`src/rtl/dma_seq_pkg.sv`:
```
package dma_seq_pkg;
    typedef enum logic [2:0] {
        ST_IDLE,
        ST_WAIT_REQ,
        ST_XFER,
        ST_CLR_WAIT,
        ST_DONE
    } seq_state_e;

    typedef enum logic [1:0] {
        SRC_NONE,
        SRC_BURST,
        SRC_SINGLE,
        SRC_SOFT
    } req_src_e;
endpackage

```
`src/rtl/dma_seq_remaining.sv`:
```
module dma_seq_remaining #(
    parameter int CNT_W = 16
) (
    input  logic             clk,
    input  logic             rst_n,
    input  logic             load,
    input  logic [CNT_W-1:0] load_val,
    input  logic             dec,
    output logic [CNT_W-1:0] rem,
    output logic             rem_zero
);
    always_ff @(posedge clk) begin
        if (!rst_n)
            rem <= '0;
        else if (load)
            rem <= load_val;
        else if (dec && rem != '0)
            rem <= rem - 1'b1;
    end

    assign rem_zero = (rem == '0);
endmodule

```
`src/rtl/dma_seq_select.sv`:
```
module dma_seq_select
    import dma_seq_pkg::*;
#(
    parameter int CNT_W = 16,
    parameter int BL_W  = 4
) (
    input  logic             flow_own,
    input  logic [CNT_W-1:0] rem,
    input  logic [BL_W-1:0]  burst_beats,
    input  logic             per_burst_req,
    input  logic             per_single_req,
    input  logic             soft_req,
    output logic             hw_hit,
    output logic             soft_hit,
    output logic             collide,
    output req_src_e         watched,
    output logic [CNT_W-1:0] beats
);
    logic [CNT_W-1:0] burst_ext;
    logic             short_tail;

    always_comb begin
        burst_ext  = (burst_beats == '0) ? CNT_W'(1) : CNT_W'(burst_beats);
        short_tail = (rem < burst_ext);
        if (flow_own) begin
            watched = SRC_BURST;
            hw_hit  = per_burst_req;
            beats   = short_tail ? rem : burst_ext;
        end else if (short_tail) begin
            watched = SRC_SINGLE;
            hw_hit  = per_single_req;
            beats   = CNT_W'(1);
        end else begin
            watched = SRC_BURST;
            hw_hit  = per_burst_req;
            beats   = burst_ext;
        end
        soft_hit = soft_req && !hw_hit;
        collide  = soft_req && hw_hit;
    end
endmodule

```
`src/rtl/dma_req_sequencer.sv`:
```
module dma_req_sequencer
    import dma_seq_pkg::*;
#(
    parameter int CNT_W = 16,
    parameter int BL_W  = 4
) (
    input  logic             clk,
    input  logic             rst_n,
    input  logic             chan_en,
    input  logic             flow_own,
    input  logic [BL_W-1:0]  burst_beats,
    input  logic [CNT_W-1:0] total_beats,
    input  logic             per_burst_req,
    input  logic             per_single_req,
    input  logic             soft_req,
    input  logic             beat_done,
    output logic             xfer_start,
    output logic [CNT_W-1:0] xfer_beats,
    output logic             req_clear,
    output logic             chan_busy,
    output logic             chan_done,
    output logic             src_conflict
);
    seq_state_e       state, state_nx;
    req_src_e         srv_src, watched;
    logic [CNT_W-1:0] rem, sel_beats, beats_left, beats_q;
    logic             rem_zero, hw_hit, soft_hit, collide;
    logic             start_q, conflict_q;
    logic             armable, accept, last_beat, line_low;

    assign armable   = (state == ST_IDLE) || (state == ST_DONE);
    assign accept    = (state == ST_WAIT_REQ) && (hw_hit || soft_hit);
    assign last_beat = (state == ST_XFER) && beat_done && (beats_left == CNT_W'(1));

    dma_seq_remaining #(.CNT_W(CNT_W)) u_rem (
        .clk      (clk),
        .rst_n    (rst_n),
        .load     (chan_en && armable),
        .load_val (total_beats),
        .dec      ((state == ST_XFER) && beat_done),
        .rem      (rem),
        .rem_zero (rem_zero)
    );

    dma_seq_select #(.CNT_W(CNT_W), .BL_W(BL_W)) u_sel (
        .flow_own       (flow_own),
        .rem            (rem),
        .burst_beats    (burst_beats),
        .per_burst_req  (per_burst_req),
        .per_single_req (per_single_req),
        .soft_req       (soft_req),
        .hw_hit         (hw_hit),
        .soft_hit       (soft_hit),
        .collide        (collide),
        .watched        (watched),
        .beats          (sel_beats)
    );

    // Level of the line being acknowledged; a software strobe counts as already low.
    always_comb begin
        unique case (srv_src)
            SRC_BURST:  line_low = !per_burst_req;
            SRC_SINGLE: line_low = !per_single_req;
            default:    line_low = 1'b1;
        endcase
    end

    always_comb begin
        state_nx = state;
        unique case (state)
            ST_IDLE, ST_DONE:
                if (chan_en)
                    state_nx = (flow_own && total_beats == '0) ? ST_DONE : ST_WAIT_REQ;
            ST_WAIT_REQ:
                if (accept) state_nx = ST_XFER;
            ST_XFER:
                if (last_beat) state_nx = ST_CLR_WAIT;
            ST_CLR_WAIT:
                if (line_low) state_nx = rem_zero ? ST_DONE : ST_WAIT_REQ;
            default:
                state_nx = ST_IDLE;
        endcase
    end

    always_ff @(posedge clk) begin
        if (!rst_n) state <= ST_IDLE;
        else        state <= state_nx;
    end

    always_ff @(posedge clk) begin
        if (!rst_n) begin
            start_q    <= 1'b0;
            beats_q    <= '0;
            beats_left <= '0;
            srv_src    <= SRC_NONE;
            conflict_q <= 1'b0;
        end else begin
            start_q <= accept;
            if (accept) begin
                beats_q    <= sel_beats;
                beats_left <= sel_beats;
                srv_src    <= hw_hit ? watched : SRC_SOFT;
                if (collide) conflict_q <= 1'b1;
            end else if ((state == ST_XFER) && beat_done && beats_left != '0) begin
                beats_left <= beats_left - 1'b1;
            end
        end
    end

    always_comb begin
        xfer_start   = start_q;
        xfer_beats   = beats_q;
        req_clear    = (state == ST_CLR_WAIT);
        chan_busy    = (state == ST_WAIT_REQ) || (state == ST_XFER) || (state == ST_CLR_WAIT);
        chan_done    = (state == ST_DONE);
        src_conflict = conflict_q;
    end
endmodule

```
`config.mk`:
```
export PLATFORM = sky130hd
export DESIGN_NAME = dma_req_sequencer
export DESIGN_NICKNAME = d
export VERILOG_FILES = /design/src/rtl/dma_seq_pkg.sv /design/src/rtl/dma_seq_remaining.sv /design/src/rtl/dma_seq_select.sv /design/src/rtl/dma_req_sequencer.sv
export SDC_FILE = /design/constraint.sdc
export NUM_CORES = 1
export LEC_CHECK = 0
export BUFFER_PORTS_ARGS = -buffer_cell sky130_fd_sc_hd__buf_4
export CAP_MARGIN = 20
export CORE_MARGIN = 2
export CORE_UTILIZATION = 50
export DETAILED_ROUTE_END_ITERATION = 12
export PLACE_DENSITY = 0.79
export RECOVER_POWER = 50
export SKIP_CTS_REPAIR_TIMING = 1
export SLEW_MARGIN = 20
export SYNTH_ARGS = -nofsm -noshare
export SYNTH_HDL_FRONTEND = slang
export SYNTH_SLANG_ARGS = --single-unit
```
`constraint.sdc`:
```
create_clock -name clk -period 2.3 [get_ports clk]
set_input_delay 0.46 -clock clk [delete_from_list [all_inputs] [get_ports clk]]
set_output_delay 0.46 -clock clk [all_outputs]
set_load 0.005 [all_outputs]
```
==> results.json <==
{
  "drt_iter0_markers": 295,
  "relSlewSlack": 0.672,
  "status": "completed",
  "period_needed_ns": 2.27,
  "die_area_um2": 6280,
  "synth_cells": 342,
  "ys_types": 51,
  "coreArea_um2": 5470,
  "maxCapViolations": 0,
  "synth_ff_type": "dfxtp_1",
  "drt-total-wl_mm": 7.55,
  "yosysSeqAreaShare": 0.389,
  "grt_pass1_vias": 2539,
  "crit_path_max_fanout": 5,
  "hold_ws_ns": 0.392,
  "cp.arrival_ns": 2.53,
  "syn-cell-area_um2": 2830,
  "vdd_drop_max_uv": 446,
  "via_count": 2894,
  "fin_nets": 459,
  "finalHoldViolCount": 0,
  "max_freq_ghz": 0.441,
  "finalCritPeriodShare": 0.986,
  "leakage_nw": 1.56,
  "grt_max_degree": 21,
  "syn_nets": 378,
  "synthArstFlopShare": 0,
  "syn2layout_area_growth_pct": 30.4,
  "yosys_warnings": 0,
  "powerDensity_nw_per_um2": 758,
  "synth_edf_count": 0,
  "clk_pin_slew_ns": 0.10,
  "cts_made_buffers": 5,
  "clock-sinks": 55,
  "drt-vias-per-instance": 5.83,
  "grt_setup_unrepaired": "yes",
  "n_fill_cell": 456,
  "endpoint_kind": "flip-flop",
  "portBuffers": 48,
  "rows": 27,
  "tightest_slew_ns": 0.488,
  "grt_pass1_wl_mm": 11.8,
  "cts_tree": "done",
  "hpwl_mm": 5.49,
  "wire_per_inst_um": 15.2,
  "die_y_um": 79.2,
  "ys_seq_elements": 55,
  "cp-start-kind": "flip-flop",
  "layout_commonest_cell": "buf_4",
  "cp_data_required_time_ns": 2.56,
  "first_pass_iters": 5,
  "gr-usage-all-layers": 0.239,
  "grt_overflow": 0,
  "finClkSkew_ns": 0.00666,
  "syn_avg_cell_area_um2": 8.27,
  "drv_slew": 0,
  "drc": 0,
  "mostFrequentLayoutCells": "buf_4, dfxtp_1, nor2_1",
  "final_util": 0.674,
  "min_path_type": "input port to flip-flop",
  "place_congestion": 0.854,
  "start_util": 0.517,
  "path_class": "flip-flop to flip-flop",
  "cts_max_level": 2,
  "finalPower_mw": 2.80,
  "insertedDiodeCount": 0,
  "grt_antenna_before_repair": 0,
  "cts_buffer_depth": 2,
  "clock_latency_ns": 0.32,
  "pin_count": 49,
  "die_w_um": 79.2,
  "fin_setup_tns_ns": 0,
  "root_buffer": "clkbuf_8",
  "drive_gt1_frac": 0.278,
  "setup_viol": 0,
  "drt.antenna.violating_nets": 0
}
## per-layer routing
layer / up-vias / track usage / wire, um
met2: 99 / 0.376 / 3470
met5: - / 0 / 0
met1: 1364 / 0.323 / 3390
li1: 1416 / - / -
met3: 15 / 0.0511 / 538
met4: 0 / 0.0879 / 144
## cell usage after synthesis (all sizes together) (2+ instances only)
| library cell | number | share of area |
|---|---|---|
| a221oi | 3 | 0.0093 |
| xor2 | 8 | 0.025 |
| mux2 | 2 | 0.0080 |
| and2 | 2 | 0.0044 |
| dfxtp | 55 | 0.39 |
| nor2 | 39 | 0.052 |
| buf | 7 | 0.017 |
| o211ai | 5 | 0.013 |
| ha | 8 | 0.035 |
| a31oi | 13 | 0.029 |
| nand2 | 28 | 0.043 |
| a21oi | 32 | 0.061 |
| nand3 | 5 | 0.0088 |
| o31ai | 4 | 0.011 |
| or4 | 9 | 0.025 |
| nand3b | 3 | 0.0080 |
| inv | 20 | 0.027 |
| nand4 | 5 | 0.015 |
| mux2i | 2 | 0.0071 |
| o21ai | 14 | 0.026 |
| or3 | 3 | 0.0066 |
| o41ai | 2 | 0.0062 |
| nor4 | 13 | 0.034 |
| a211oi | 3 | 0.0080 |
| o211a | 2 | 0.0071 |
| nor3b | 3 | 0.0080 |
| clkbuf | 9 | 0.012 |
| and3 | 17 | 0.038 |
| nor3 | 8 | 0.014 |
| xnor2 | 2 | 0.0062 |
| o311ai | 4 | 0.012 |
## state kept, by name, summed over array words and instances, names as in the netlist
signal / cells
state: 3
u_rem.rem: 16
srv_src: 2
beats_left: 16
src_conflict: 1
xfer_start: 1
xfer_beats: 16
## through the flow
step,area (um2),std cells,setup slack (ns)
4_1_cts,3650,496,-0.0619
3_5_place_dp,3550,488,-0.0987
3_3_place_gp,3550,488,-0.0341
6_report,3690,496,0.0325
2_1_floorplan,2870,342,-0.0710
5_1_grt,3690,496,-0.0802
## critical path, cell delays in order (launching register included)
cell and delay (ns):
dfxtp_4 0.38, inv_4 0.06, ha_4 0.12, or3b_4 0.37, or4b_4 0.55, buf_6 0.15, nand2_8 0.06, or4_4 0.13
mux2_4 0.29, a21oi_2 0.10
## worst paths after layout
path	startpoint	slack [ns]	cells after the start	endpoint
max	u_rem.rem[1]	0.03	9	u_rem.rem[9]
min	total_beats[0]	0.39	3	u_rem.rem[0]
max reg2reg	u_rem.rem[1]	0.03	9	u_rem.rem[9]
min reg2reg	xfer_beats[3]	0.45	2	xfer_beats[3]
## cell type report
class | count | area (um2) | share of cell area
sequential | 55 | 1110 | 0.300
multi-input combinational | 251 | 1640 | 0.445
tap | 72 | 90.1 | 0.0244
clock buffer | 6 | 82.6 | 0.0224
inverter | 20 | 77.6 | 0.0210
clock inverter | 2 | 20.0 | 0.00543
timing repair buffer | 90 | 672 | 0.182
## kinds of logic after synthesis
family,count (synthesis),synth area share
simple gates,142,0.277
buf+inv,36,0.0553
fa+ha+maj,8,0.0354
compound gates,87,0.197
xor+xnor,10,0.0310
flops,55,0.389
mux,4,0.0150
## where the power goes
group	leakage, nW	internal, mW	switching (mW)
Sequential	0.449	1.04	0.0859
Combinational	1.06	0.498	0.567
Clock	0.0533	0.255	0.345
(Power assumes the default switching activity.)
